**src/rtl/cam_pkg.sv**
```systemverilog
package cam_pkg;
  parameter int unsigned CAM_WORDS_DEF = 8;
  parameter int unsigned CAM_WIDTH_DEF = 12;

  function automatic int unsigned addr_bits(input int unsigned n);
    return (n > 1) ? $clog2(n) : 1;
  endfunction
endpackage

```
**src/rtl/cam_store.sv**
```systemverilog
module cam_store #(
  parameter int unsigned WORDS = 8,
  parameter int unsigned WIDTH = 12,
  localparam int unsigned AW = cam_pkg::addr_bits(WORDS)
) (
  input  logic             clk,
  input  logic             rst,
  input  logic             wr_en,
  input  logic [AW-1:0]    wr_addr,
  input  logic [WIDTH-1:0] wr_data,
  input  logic [WIDTH-1:0] cmp_value,
  input  logic [WIDTH-1:0] cmp_mask,
  output logic [WORDS-1:0] hits,
  input  logic [AW-1:0]    rd_addr,
  output logic [WIDTH-1:0] rd_data
);
  logic [WIDTH-1:0] mem [WORDS];
  logic [WORDS-1:0] occ;

  // storage has no reset so it maps to plain registers or distributed RAM
  always_ff @(posedge clk) begin
    if (wr_en) mem[wr_addr] <= wr_data;
  end

  always_ff @(posedge clk) begin
    if (rst) occ <= '0;
    else if (wr_en) occ[wr_addr] <= 1'b1;
  end

  genvar gi;
  generate
    for (gi = 0; gi < WORDS; gi++) begin : g_cmp
      assign hits[gi] = occ[gi] & (((mem[gi] ^ cmp_value) & cmp_mask) == '0);
    end
  endgenerate

  assign rd_data = mem[rd_addr];

  AST_WRITE_OCCUPIES: assert property (@(posedge clk) disable iff (rst)
    $past(wr_en) && !$past(rst) |-> occ[$past(wr_addr)]);
endmodule

```
**src/rtl/cam_hit_latch.sv**
```systemverilog
module cam_hit_latch #(
  parameter int unsigned WORDS = 8
) (
  input  logic             clk,
  input  logic             rst,
  input  logic             start,
  input  logic [WORDS-1:0] hits,
  output logic [WORDS-1:0] hit_vec,
  output logic             miss
);
  always_ff @(posedge clk) begin
    if (rst) begin
      hit_vec <= '0;
      miss    <= 1'b0;
    end else if (start) begin
      hit_vec <= hits;
      miss    <= (hits == '0);
    end
  end

  AST_VEC_HOLDS: assert property (@(posedge clk) disable iff (rst)
    !$past(start) && !$past(rst) |-> $stable(hit_vec));
  AST_MISS_HOLDS: assert property (@(posedge clk) disable iff (rst)
    !$past(start) && !$past(rst) |-> $stable(miss));
endmodule

```
**src/rtl/cam_scan.sv**
```systemverilog
module cam_scan #(
  parameter int unsigned WORDS = 8,
  parameter int unsigned WIDTH = 12,
  localparam int unsigned AW = cam_pkg::addr_bits(WORDS)
) (
  input  logic             clk,
  input  logic             rst,
  input  logic             start,
  input  logic [WORDS-1:0] hits,
  input  logic [WORDS-1:0] hit_vec,
  output logic [AW-1:0]    rd_addr,
  input  logic [WIDTH-1:0] rd_data,
  output logic             res_valid,
  output logic [AW-1:0]    res_addr,
  output logic [WIDTH-1:0] res_data,
  output logic             res_last,
  output logic             busy
);
  logic [WORDS-1:0] pend;
  logic [WORDS-1:0] pend_next;
  logic [AW-1:0]    low_idx;

  always_comb begin
    low_idx = '0;
    for (int i = WORDS - 1; i >= 0; i--) begin
      if (pend[i]) low_idx = AW'(i);
    end
    pend_next = pend;
    pend_next[low_idx] = 1'b0;
  end

  assign rd_addr = low_idx;
  assign busy    = (pend != '0);

  always_ff @(posedge clk) begin
    if (rst) begin
      pend      <= '0;
      res_valid <= 1'b0;
      res_last  <= 1'b0;
      res_addr  <= '0;
      res_data  <= '0;
    end else if (start) begin
      pend      <= hits;
      res_valid <= 1'b0;
      res_last  <= 1'b0;
    end else if (pend != '0) begin
      pend      <= pend_next;
      res_valid <= 1'b1;
      res_addr  <= low_idx;
      res_data  <= rd_data;
      res_last  <= (pend_next == '0);
    end else begin
      res_valid <= 1'b0;
      res_last  <= 1'b0;
    end
  end

  AST_BEAT_IS_HIT: assert property (@(posedge clk) disable iff (rst)
    res_valid |-> hit_vec[res_addr]);
  AST_ASCENDING: assert property (@(posedge clk) disable iff (rst)
    res_valid && $past(res_valid) |-> res_addr > $past(res_addr));
  AST_LAST_ENDS: assert property (@(posedge clk) disable iff (rst)
    res_last |=> !res_valid);
  AST_LAST_HAS_BEAT: assert property (@(posedge clk) disable iff (rst)
    res_last |-> res_valid);
endmodule

```
**src/rtl/cam_match_array.sv**
```systemverilog
module cam_match_array #(
  parameter int unsigned WORDS = cam_pkg::CAM_WORDS_DEF,
  parameter int unsigned WIDTH = cam_pkg::CAM_WIDTH_DEF,
  localparam int unsigned AW = cam_pkg::addr_bits(WORDS)
) (
  input  logic             clk,
  input  logic             rst,
  input  logic             wr_en,
  input  logic [AW-1:0]    wr_addr,
  input  logic [WIDTH-1:0] wr_data,
  input  logic             srch_en,
  input  logic [WIDTH-1:0] srch_value,
  input  logic [WIDTH-1:0] srch_mask,
  output logic [WORDS-1:0] hit_vec,
  output logic             miss,
  output logic             res_valid,
  output logic [AW-1:0]    res_addr,
  output logic [WIDTH-1:0] res_data,
  output logic             res_last,
  output logic             busy
);
  logic [WORDS-1:0] hits;
  logic [AW-1:0]    rd_addr;
  logic [WIDTH-1:0] rd_data;

  cam_store #(.WORDS(WORDS), .WIDTH(WIDTH)) u_store (
    .clk(clk), .rst(rst),
    .wr_en(wr_en), .wr_addr(wr_addr), .wr_data(wr_data),
    .cmp_value(srch_value), .cmp_mask(srch_mask), .hits(hits),
    .rd_addr(rd_addr), .rd_data(rd_data)
  );

  cam_hit_latch #(.WORDS(WORDS)) u_latch (
    .clk(clk), .rst(rst), .start(srch_en), .hits(hits),
    .hit_vec(hit_vec), .miss(miss)
  );

  cam_scan #(.WORDS(WORDS), .WIDTH(WIDTH)) u_scan (
    .clk(clk), .rst(rst), .start(srch_en), .hits(hits), .hit_vec(hit_vec),
    .rd_addr(rd_addr), .rd_data(rd_data),
    .res_valid(res_valid), .res_addr(res_addr), .res_data(res_data),
    .res_last(res_last), .busy(busy)
  );

  AST_MISS_MEANS_EMPTY: assert property (@(posedge clk) disable iff (rst)
    miss |-> !res_valid && !busy);
endmodule

```
**config.mk**
```make
export PLATFORM = sky130hd
export DESIGN_NAME = cam_match_array
export DESIGN_NICKNAME = d
export VERILOG_FILES = /design/src/rtl/cam_pkg.sv /design/src/rtl/cam_store.sv /design/src/rtl/cam_hit_latch.sv /design/src/rtl/cam_scan.sv /design/src/rtl/cam_match_array.sv
export SDC_FILE = /design/constraint.sdc
export NUM_CORES = 1
export LEC_CHECK = 0
export BUFFER_PORTS_ARGS = -buffer_cell sky130_fd_sc_hd__buf_2
export CAP_MARGIN = 30
export CORE_MARGIN = 4
export CORE_UTILIZATION = 53
export DETAILED_ROUTE_END_ITERATION = 12
export PLACE_DENSITY = 0.76
export SETUP_SLACK_MARGIN = 0.15
export SYNTH_ARGS = -nofsm -noshare
export SYNTH_HDL_FRONTEND = slang
export SYNTH_SLANG_ARGS = --single-unit
export TNS_END_PERCENT = 30
```
**constraint.sdc**
```tcl
create_clock -name clk -period 1.8 [get_ports clk]
set_input_delay 0.27 -clock clk [delete_from_list [all_inputs] [get_ports clk]]
set_output_delay 0.27 -clock clk [all_outputs]
set_load 0.01 [all_outputs]
```
# ---- Yosys cells after proc, flatten, opt, wreduce, memory -nomap -nowiden
# Memories as Yosys holds them, arrays and structs flattened. A register that Yosys moved wholly into a read port is not among the register bits.
# Cells that the tools add are included.
dict set report classes {
  n_lt_le_gt_ge 4
  muxes 17
  bitwise 29
  reduce_logical 17
}
# operator n
set op_table {}
lappend op_table {{$and 12x12->12} 8}
lappend op_table {{$logic_not 12->1} 8}
lappend op_table {{$xor 12x12->12} 8}
lappend op_table {{$mux 3} 8}
lappend op_table {{$logic_not 8->1} 2}
lappend op_table {{$mux 8} 2}
lappend op_table {{$and 1x1->1} 8}
lappend op_table {{$and 8x8->8} 1}
lappend op_table {{$lt 3x4->1 const B} 2}
lappend op_table {{$not 8->8} 1}
lappend op_table {{$or 8x8->8} 1}
lappend op_table {{$reduce_bool 8->1} 1}
lappend op_table {{$demux 1 s3} 2}
lappend op_table {{$ge 3x1->1 const B} 2}
lappend op_table {{$mux 1} 5}
lappend op_table {{$reduce_or 3->1} 1}
lappend op_table {{$logic_and 1x1->1} 2}
lappend op_table {{$not 1->1} 2}
lappend op_table {{$reduce_and 2->1} 1}
lappend op_table {{$reduce_bool 2->1} 1}
lappend op_table {{$reduce_or 2->1} 1}
dict set report word_totals {
  ff_bits 30
  ramBits 96
  inputBits 43
  output_inout_bits 27
  elab_cells 75
  mem_count 1
}
# memory depth word_bits read_ports rd_clocked_by_memory_dff write_ports line
set memory_table {}
lappend memory_table {u_store.mem 8 12 9 1 1 cam_store.sv:17} ;# logic [WIDTH-1:0] mem [WORDS];

# ---- Logic depth before layout (Yosys ltp)
dict set report logic_depth {
  ltp_word 16
  mapped_depth 9
  ltp_nobuf 6
}

# ---- Cells and area by module
# A second synthesis with hierarchy kept.
dict set report unflattened {
  cells_unflattened 536
  hier_area_um2 6784.0
}
# module n_inst cells_per_inst area_each_um2 seq_area_each_um2
set by_module_without_submodules {}
lappend by_module_without_submodules {cam_store 1 368 5368.9 3042.9}
lappend by_module_without_submodules {cam_scan 1 136 1062.3 500.5}
lappend by_module_without_submodules {cam_hit_latch 1 32 352.8 180.2}

# ---- Least setup slack after synthesis
# Ideal clock, no wire load.
dict set report synth_timing {
  path_kind {register to register}
  startpoint {register u_scan.pend[6]}
  endpoint {register u_scan.res_data[10] (read register of u_store.mem)}
  setup_ns 0.120
  t_arrival_ns 1.687
  required_ns 1.680
  slack_ns -0.007
  stages_incl_launch_ff 8
  n_path_buf 1
  period_less_slack_ns 1.807
  path_cell_list {dfxtp_1 -> nand2b_1 -> a21oi_2 -> o31ai_4 -> buf_4 -> mux2i_1 -> o22ai_1 -> o31a_1}
}
dict set report synth_between {
  elab_chain_len 7
  elab_cells_between_ends 9
  cone_classes {7 x mux; 2 x reduce/logical}
}
# element line
set synth_rtl {}
lappend synth_rtl {{start, declared} cam_scan.sv:19} ;# logic [WORDS-1:0] pend;
lappend synth_rtl {{start signal, assigned} cam_scan.sv:43} ;# pend <= hits;
lappend synth_rtl {{start signal, assigned} cam_scan.sv:47} ;# pend <= pend_next;
lappend synth_rtl {{$mux 3 (7 in a row)} cam_scan.sv:26} ;# if (pend[i]) low_idx = AW'(i);
lappend synth_rtl {{end, declared} cam_scan.sv:15} ;# output logic [WIDTH-1:0] res_data,
# Parallel ways exist; a longest one is shown, timed or not.
# A chain may end at the register's enable or synchronous reset.

# ---- Final worst setup path
dict set report layout_timing {
  startpoint {register u_scan.pend[5]}
  endpoint {register u_scan.res_data[1] (read register of u_store.mem)}
}
dict set report layout_between {
  elab_chain_len 6
  elab_cells_between_ends 8
  cone_classes {6 x mux; 2 x reduce/logical}
}
# element line
set layout_rtl {}
lappend layout_rtl {{$mux 3 (6 in a row)} cam_scan.sv:26}
# Parallel ways exist; a longest one is shown, timed or not.

==> out/qor.txt <==
CP Capture Type - flop
placed instance count - 857
Worst-path clk slew - 60 ps
Top-Level Pins - 70
fraction of layout cells with a size suffix above 1 - 0.3397
cell count after synthesis - 598
vias - 5,606
post-layout minimum cycle time - 1919 ps
non-filler cells, final - 904
sequential share of the synthesized area - 0.5508
post-synthesis mux area share - 0.04109
setup violators final - 13
Placer Congestion - 1.025
Fin. Hold Viols - 0
worst vdd ir - 0.0007153 V
global-route wire length before repair - 31.49 mm
P_leak - 3.426 nW
Synth cell types - 51
post-synthesis compound-gate area fraction - 0.1438
clk_skew - 7.158 ps
Final nets - 766
yosys warns - 0
CP arrival - 2230 ps
Reg2Reg Depth - 9
Yosys top cell area share - 0.4264
total gr overflow - 0
CP Launch Type - flop
number of global-route vias before repair - 5,563
Synth Net Count - 641
Post-Syn Area per Cell - 11.30 um^2
clock buffer depth - 2
Starting Density - 0.5513
top post-synthesis cells by count - edfxtp_1, xor2_1, nor2_1
Worst Path Required - 2110 ps
Tot GR Track Use - 0.2915
largest family of logic cells by synthesized area - compound AO/OA/AOI/OAI gates
final setup TNS - -646.7 ps
CTS tree - yes
crit path kind - flop to flop
Synth Area in Simple Gates - 0.1051
Port Buf Inserts - 69
asr flop ratio synth - 0
Slew headroom - 0.7229
worst skew pair latency - 420 ps
violations in the final reports - setup timing
Chip Width - 120.9 um
detailed placement HPWL - 14.28 mm
row count - 40
worst-path fanout max - 8
RSZ-0062 raised after global routing - true
Slew @ Worst Pin - 415.7 ps
H-tree Lvls - 4
TritonRoute pass-1 iters - 7
DIE AREA - 14,630 um^2
DR WL/cell - 23.50 um
largest net degree at the start of global routing - 25
Hold Crit Class - input port to flop
aggregate routed wire length - 21.24 mm
Core ar. - 12,260 um^2
period utilization - 1.066
post-route ant nets - 0
status - finished with violations
CTS Buf Count - 17
Diodes inserted - 0
final core occ - 0.7160
clk sink count - 138
FMAX - 521.1 MHz
DP Worst Slack - -49.03 ps
clock root buffer - clkbuf_16
Area Overhead vs Synth - 29.87%
initial DRC count - 724
min setup slack post-route - -119.2 ps
post-synthesis register bit count - 138
DRC - 0
Post-synth EDFFs - 96
ys flop type - edfxtp_1
antenna violations before repair - 0
Synth Area in XOR/XNOR - 0.1244
fin. max-slew vios - 0
Yosys top cell by area - edfxtp_1
Hold Crit Depth - 1
Syn Std Cell Area - 6760 um^2
cts hold-fix bufs - 0
post-DR vias/cell - 6.201
Pwr Density - 862.1 nW/um^2
Die Y-Extent - 120.9 um
Post-Synth Adder-Cell Area - 0
# Max-Cap Violations - 0
top post-synthesis cells by area - edfxtp_1, dfxtp_1, xor2_1, a22oi_1, nor2_1
metrics by stage:
stage	power [mW]	hold slack (ps)	area, um^2
3_3_place_gp	4.188	440.7	7676
2_1_floorplan	3.920	368.9	6778
6_report	7.569	109.4	8780
5_1_grt	7.791	110.9	8780
3_5_place_dp	4.198	450.1	7676
4_1_cts	7.564	93.31	8602
sequential cells by signal (all words and copies together), names as in the netlist:
register,flops
u_store.mem,96
u_scan.res_addr,3
u_latch.miss,1
u_scan.res_valid,1
u_latch.hit_vec,8
u_store.occ,8
u_scan.res_data,12
u_scan.res_last,1
u_scan.pend,8
power breakdown:
| group | switching, mW | internal (mW) |
|---|---|---|
| logic | 0.401 | 0.255 |
| registers | 0.0575 | 3.48 |
| clock network | 1.33 | 2.04 |
logic make-up (layout without fill, tap and decap cells):
logic type                count (synthesis)  in the layout
and+or+nand+nor                         151            151
AOI/OAI and AO/OA                       138            138
buffers and inverters                    48            186
xor gates and xnor gates                 96             96
muxes                                    27             27
DFF                                     138            138
worst paths after layout:
path | startpoint | endpoint | slack (ps)
worst max-delay path | u_scan.pend[5] | u_scan.res_data[1] | -120
worst min-delay path | wr_data[10] | u_store.mem[1][10] | 110
worst max register to register | u_scan.pend[5] | u_scan.res_data[1] | -120
worst min register to register | u_scan.res_addr[1] | u_scan.res_addr[1] | 470
cell usage in the layout (no fill, tap or decap), drive strengths merged, types with 8 or more instances in the layout:
cell type  Yosys  final
buf           25    149
edfxtp        96     96
xor2          96     96
nor2          63     63
a22oi         45     45
dfxtp         42     42
nand2         37     37
a21oi         28     28
mux2i         21     21
clkbuf        20     20
o21ai         14     14
nand2b        12     12
o22ai         10     10
nand3          9      9
nand4          8      8
a222oi         8      8
area by class of cell:
type                            count  area [um^2]
Sequential cell                   138         3737
Clock buffer                       19        432.9
Inverter                            3        11.26
Tap cell                          168        210.2
Fill cell                         809         3482
Clock inverter                     13        145.1
Timing Repair Buffer              151         1139
Multi-Input combinational cell    412         3104
layer usage:
layer	part of all wire	wire length, um	track usage	vias up
met3	0.10	2218	0.06200	88
met2	0.47	10060	0.4665	393
met5	0	0	0	-
met1	0.37	7892	0.3724	2671
met4	0.050	1071	0.1516	0
li1	-	-	-	2454
timing repair:
item,CTS,global route
buffers inserted,11,1
resized for setup,48,36
setup endpoints to repair,27,33
pin swaps,18,29
gates cloned,2,1
critical path: stages (launching register included):
cell,delay (ps)
dfxtp_1,340
inv_1,140
a21oi_4,80
o31ai_4,180
buf_6,200
buf_12,120
buf_16,130
mux2i_1,220
o22ai_1,100
o31a_1,290
Power figures use the tool's default switching activity.
